### src/rtl/pll_retune_seq.sv
module pll_retune_seq #(
  parameter int CLK_MHZ   = 24,
  parameter int SETTLE_US = 5,
  parameter int LOCK_US   = 100
) (
  input  logic        clk,
  input  logic        rst_n,
  input  logic        start_i,
  input  logic        frac_mode_i,
  input  logic [31:0] rate_i,
  input  logic        lock_i,
  input  logic [31:0] status_i,
  output logic        busy_o,
  output logic        done_o,
  output logic [1:0]  err_o,
  output logic        hw_sel_o,
  output logic        bypass_o,
  output logic        out_en_o,
  output logic        power_o,
  output logic        ss_en_o,
  output logic [31:0] div_word_o,
  output logic [31:0] num_word_o,
  output logic [31:0] den_word_o
);
  localparam int SETTLE_CYC = SETTLE_US * CLK_MHZ;
  localparam int LOCK_CYC   = LOCK_US * CLK_MHZ;
  localparam int MAX_CYC    = (LOCK_CYC > SETTLE_CYC) ? LOCK_CYC : SETTLE_CYC;
  localparam int CNT_W      = $clog2(MAX_CYC + 1);
  localparam int ODIV_W     = 8;
  localparam int RDIV_W     = 3;
  localparam int MFI_W      = 9;
  localparam int FRAC_W     = 30;
  localparam logic [1:0] ERR_NONE  = 2'd0;
  localparam logic [1:0] ERR_INVAL = 2'd1;
  localparam logic [1:0] ERR_IO    = 2'd2;

  typedef enum logic [3:0] {
    ST_IDLE, ST_HWSEL, ST_BYP, ST_OFF, ST_DIV, ST_SS, ST_FRAC,
    ST_SETTLE, ST_LOCK, ST_CHK, ST_UNBYP, ST_DONE
  } st_t;

  st_t               state;
  logic [CNT_W-1:0]  cnt;
  logic              r_frac;
  logic [ODIV_W-1:0] r_odiv, l_odiv;
  logic [RDIV_W-1:0] r_rdiv, l_rdiv;
  logic [MFI_W-1:0]  r_mfi, l_mfi;
  logic [FRAC_W-1:0] r_mfn, l_mfn, r_mfd, l_mfd;
  logic              hit;

  always_comb begin
    hit    = 1'b1;
    l_rdiv = RDIV_W'(1);
    l_mfi  = '0;
    l_odiv = '0;
    l_mfn  = '0;
    l_mfd  = FRAC_W'(1);
    if (!frac_mode_i) begin
      case (rate_i)
        32'd1800000: begin l_mfi = 9'd150; l_odiv = 8'd2; end
        32'd1700000: begin l_mfi = 9'd141; l_odiv = 8'd2; end
        32'd1500000: begin l_mfi = 9'd125; l_odiv = 8'd2; end
        32'd1400000: begin l_mfi = 9'd175; l_odiv = 8'd3; end
        32'd1000000: begin l_mfi = 9'd166; l_odiv = 8'd4; end
        32'd900000:  begin l_mfi = 9'd150; l_odiv = 8'd4; end
        default:     hit = 1'b0;
      endcase
    end else begin
      case (rate_i)
        32'd1000000: begin l_mfi = 9'd166; l_odiv = 8'd4;  l_mfn = 30'd2; l_mfd = 30'd3; end
        32'd933000:  begin l_mfi = 9'd155; l_odiv = 8'd4;  l_mfn = 30'd1; l_mfd = 30'd2; end
        32'd700000:  begin l_mfi = 9'd145; l_odiv = 8'd5;  l_mfn = 30'd5; l_mfd = 30'd6; end
        32'd484000:  begin l_mfi = 9'd121; l_odiv = 8'd6;  end
        32'd466000:  begin l_mfi = 9'd155; l_odiv = 8'd8;  l_mfn = 30'd1; l_mfd = 30'd3; end
        32'd445333:  begin l_mfi = 9'd167; l_odiv = 8'd9;  end
        32'd400000:  begin l_mfi = 9'd200; l_odiv = 8'd12; end
        32'd300000:  begin l_mfi = 9'd150; l_odiv = 8'd12; end
        default:     hit = 1'b0;
      endcase
    end
  end

  always_ff @(posedge clk) begin
    if (!rst_n) begin
      state      <= ST_IDLE;
      cnt        <= '0;
      r_frac     <= 1'b0;
      r_odiv     <= '0;
      r_rdiv     <= '0;
      r_mfi      <= '0;
      r_mfn      <= '0;
      r_mfd      <= '0;
      err_o      <= ERR_NONE;
      hw_sel_o   <= 1'b1;
      bypass_o   <= 1'b1;
      out_en_o   <= 1'b0;
      power_o    <= 1'b0;
      ss_en_o    <= 1'b1;
      div_word_o <= '0;
      num_word_o <= '0;
      den_word_o <= '0;
    end else begin
      case (state)
        ST_IDLE: if (start_i) begin
          r_frac <= frac_mode_i;
          r_odiv <= l_odiv;
          r_rdiv <= l_rdiv;
          r_mfi  <= l_mfi;
          r_mfn  <= l_mfn;
          r_mfd  <= l_mfd;
          if (!hit) begin
            err_o <= ERR_INVAL;
            state <= ST_DONE;
          end else begin
            err_o <= ERR_NONE;
            state <= frac_mode_i ? ST_BYP : ST_HWSEL;
          end
        end
        ST_HWSEL: begin
          hw_sel_o <= 1'b0;
          state    <= ST_BYP;
        end
        ST_BYP: begin
          bypass_o <= 1'b1;
          state    <= ST_OFF;
        end
        ST_OFF: begin
          out_en_o <= 1'b0;
          power_o  <= 1'b0;
          state    <= ST_DIV;
        end
        ST_DIV: begin
          div_word_o <= {7'd0, r_mfi, r_rdiv, 5'd0, r_odiv};
          cnt        <= CNT_W'(SETTLE_CYC - 1);
          state      <= r_frac ? ST_SS : ST_SETTLE;
        end
        ST_SS: begin
          ss_en_o <= 1'b0;
          state   <= ST_FRAC;
        end
        ST_FRAC: begin
          num_word_o <= {r_mfn, 2'b00};
          den_word_o <= {2'b00, r_mfd};
          cnt        <= CNT_W'(SETTLE_CYC - 1);
          state      <= ST_SETTLE;
        end
        ST_SETTLE: begin
          if (cnt == '0) begin
            power_o <= 1'b1;
            cnt     <= CNT_W'(LOCK_CYC - 1);
            state   <= ST_LOCK;
          end else begin
            cnt <= cnt - 1'b1;
          end
        end
        ST_LOCK: begin
          if (cnt == '0) begin
            if (lock_i) begin
              out_en_o <= 1'b1;
              state    <= r_frac ? ST_CHK : ST_UNBYP;
            end else begin
              err_o <= ERR_IO;
              state <= ST_DONE;
            end
          end else begin
            cnt <= cnt - 1'b1;
          end
        end
        ST_CHK: begin
          if (status_i[31:2] == num_word_o[31:2]) begin
            state <= ST_UNBYP;
          end else begin
            err_o <= ERR_IO;
            state <= ST_DONE;
          end
        end
        ST_UNBYP: begin
          bypass_o <= 1'b0;
          state    <= ST_DONE;
        end
        default: state <= ST_IDLE;
      endcase
    end
  end

  assign done_o = (state == ST_DONE);
  assign busy_o = (state != ST_IDLE);
endmodule

### config.mk
export PLATFORM = sky130hd
export DESIGN_NAME = pll_retune_seq
export DESIGN_NICKNAME = d
export VERILOG_FILES = /design/src/rtl/pll_retune_seq.sv
export SDC_FILE = /design/constraint.sdc
export NUM_CORES = 1
export LEC_CHECK = 0
export BUFFER_PORTS_ARGS = -buffer_cell sky130_fd_sc_hd__clkbuf_2
export CAP_MARGIN = 0
export CORE_AREA = 2 2 103 95
export DETAILED_ROUTE_END_ITERATION = 7
export DIE_AREA = 0 0 105 97
export PLACE_DENSITY = 0.79
export SLEW_MARGIN = 30
export SYNTH_ARGS = -nofsm -noshare
export SYNTH_HDL_FRONTEND = slang
export SYNTH_SLANG_ARGS = --single-unit
### constraint.sdc
create_clock -name clk -period 2.81 [get_ports clk]
set_input_delay 0.281 -clock clk [delete_from_list [all_inputs] [get_ports clk]]
set_output_delay 0.281 -clock clk [all_outputs]
set_load 0.005 [all_outputs]
==> metrics <==
top_reg_cell synth=dfxtp_1; CTS tree=yes; non-filler cells, final=about 770; worst endpoint required time=approximately 3.1 ns; vias per inst=5.652; initial antenna violation count=0; met2 Usage GRT=between 30 and 40%; Setup crit start kind=flip-flop; Tmin final=2.401 ns; Area contributors post-synth=dfxtp_1 29%, buf_4 13%, a21oi_1 5.3%, nand2_1 4.9%, nor2_1 3.2%; total of max-cap violations=0; Starting Density=48.14%; final WL=11.58 mm; WL per Instance=15.01 um; worst clock skew=0.005861 ns; Final WS setup=0.4086 ns; register area=roughly 0.0012 sq mm; Pleak=roughly 0.0020 uW; Setup Buffers After CTS=0; number of remaining DRC errors=0; Post-synth EDFFs=0; die width=105 um; synth-to-layout area growth=12.79%; dpl cells=756; critical path endpoint category=flip-flop; maximum vdd ir drop=0.0004203 V; H-Tree Depth=3; share of layout cells above drive strength 1=a little under a quarter; area leader, netlist=dfxtp_1; register bit total from synthesis=62; cell area after synthesis=0.004333 sq mm; Slew Viols, Final=0; power per cell area=between 700 and 800 mW/mm^2; WS Path Type=reg -> reg; Core Area=0.009001 sq mm; Synth cell types=70; # clock sinks=62; Top Usage Layer GRT=met2; sequential element share of the synthesized area=28.65%; total negative slack=0 ns; most numerous cell in the Yosys netlist=buf_4; most used cell, CP=nor2_1; Worst Path Buf+Inv=0; die boundary height=97 um; pre-CTS setup slack=0.4689 ns; Clock Tree Buf Depth=2; Syn Inst Count=548; first-pass GRT wire length=approximately 19 mm; Final ANT Viol Nets=0; hold crit path type=in -> reg; hold_buf cts=0; crit-path max cell delay=0.63 ns; crit-path cells=nand2b_1, nor2_1, nor2_1, nor2_1, a21oi_1, a311oi_1; grt met1 use=30.89%; Clk Latency, worst-skew pair=about 0.34 ns; Worst slew margin=52.83%; Post-synth top cells=77 x buf_4, 62 x dfxtp_1, 57 x nand2_1; Layout Nets=715; status=finished, final reports clean; pin count of the biggest net entering global routing=28; Overflow after GRT=0; gpl congestion=just over 0.9; I/O pins=174; DIE AREA=0.01019 sq mm; M3 GR Usage=5.593%; vias in the first global route=approximately 3.8k; Post-DP Area=0.004697 sq mm; CTS Buf Count=9; initial DRC count=320; Slew @ Worst Pin=~0.70 ns; count of input and output buffers=94; area occupied by multi-input gates=0.002675 sq mm; HPWL after DPL=9.017 mm; row cnt=33; Power, Total=3858 uW; Final setup viols=0; unrepaired setup endpoints after global routing=false; drt pass-1 iters=5; Total GRT Usage=22.50%; Avg Cell Area, Syn=7.907 sq um; # diodes=0; Clock Tree Root=clkbuf_8; kind of cell adding the most delay to the critical path=simple AND/OR/NAND/NOR gates; fmax=416.4 MHz; Worst Path Arrival=roughly 2.7 ns; Post-Layout Inst Area=around 0.005 sq mm; CP Max Fanout=16; post-synth top area share=about 29%; CP max stage cell=dfxtp_1; post-CTS sizing=0; DR vias=4363; fill cell count=between 800 and 900; Hold Fails Final Rpt=0; Clock transition at path regs=approximately 0.07 ns; Post-synth ARST share=0%; Synthesis Warnings=0; Final period util=~85%; setup slack, reg-to-reg=slightly above 0.4 ns
-- metal layers --
layer | wire length [um] | share of wire, %
met3 | 1056 | 9.1
met2 | 5199 | 45
met1 | 5143 | 44
met4 | 185 | 1.6
met5 | 0 | 0
-- registers in the layout (all words and copies together), names as in the netlist, 3 cells and up --
register,flops
r_mfd,3
cnt,12
den_word_o,3
state,4
num_word_o,3
r_mfi,8
r_odiv,4
r_mfn,3
div_word_o,13
-- logic make-up (layout without fill, tap and decap cells) --
family | after synthesis | after routing | share of synthesized area [%]
other | 1 | 77 | 0.08655
AO/OA/AOI/OAI | 124 | 124 | 18.89
adder cells (fa/ha/maj) | 1 | 1 | 0.2887
flip-flops | 62 | 62 | 28.65
buffers and inverters | 110 | 136 | 16.32
AND/OR/NAND/NOR | 240 | 240 | 33.58
XOR/XNOR | 4 | 4 | 0.8085
multiplexers | 6 | 6 | 1.386
-- worst reg2reg max path, delay by kind of cell (launching register included) --
kind               cells  cell delay, ns
AOI/OAI and AO/OA      2            0.38
and+or+nand+nor        4            1.30
DFF                    1            0.63
-- cells in the final DEF (no fill, tap or decap), types with 5 or more instances in the layout --
cell type / count
conb_1: 77
nor2b_1: 6
nor4_1: 20
nor2_1: 37
clkbuf_8: 9
dfxtp_1: 62
nand3_1: 9
o21ai_0: 23
a211oi_1: 7
buf_4: 16
nand4b_1: 5
nand2_1: 57
nand2b_1: 7
clkbuf_2: 94
or3_1: 6
nand4_1: 17
nor4_4: 5
mux2i_1: 6
a211o_1: 5
and2_1: 12
a21oi_1: 46
inv_1: 10
nor3_1: 14
nor3b_1: 5
-- area by class of cell --
type	count	area share [%]
Inverter	10	0.7680
Clock inverter	6	1.280
Multi-Input combinational cell	452	54.74
Tap cell	122	3.123
Timing Repair Buffer	110	12.08
Sequential cell	62	25.40
Clock buffer	10	2.611
-- path summary, 6_finish.rpt --
kind	startpoint	to	cells after the start
setup / recovery	state[2]	cnt[7]	6
hold / removal	lock_i	out_en_o	3
setup reg to reg	state[2]	cnt[7]	6
hold reg to reg	div_word_o[23]	div_word_o[23]	2
-- report_power, final --
group | total (uW) | switching [uW] | internal (uW)
combinational | 1810 | 1090 | 719
clock | 766 | 360 | 406
sequential | 1290 | 218 | 1070
-- stage by stage --
stage	hold WS (ns)	utilization (%)
6_report	0.2918	54.30
5_1_grt	0.3427	54.30
4_1_cts	0.2859	54.30
3_5_place_dp	0.4486	52.18
3_3_place_gp	0.4413	52.13
2_1_floorplan	0.4287	-
Note: power is estimated with default switching activity, not from simulation.
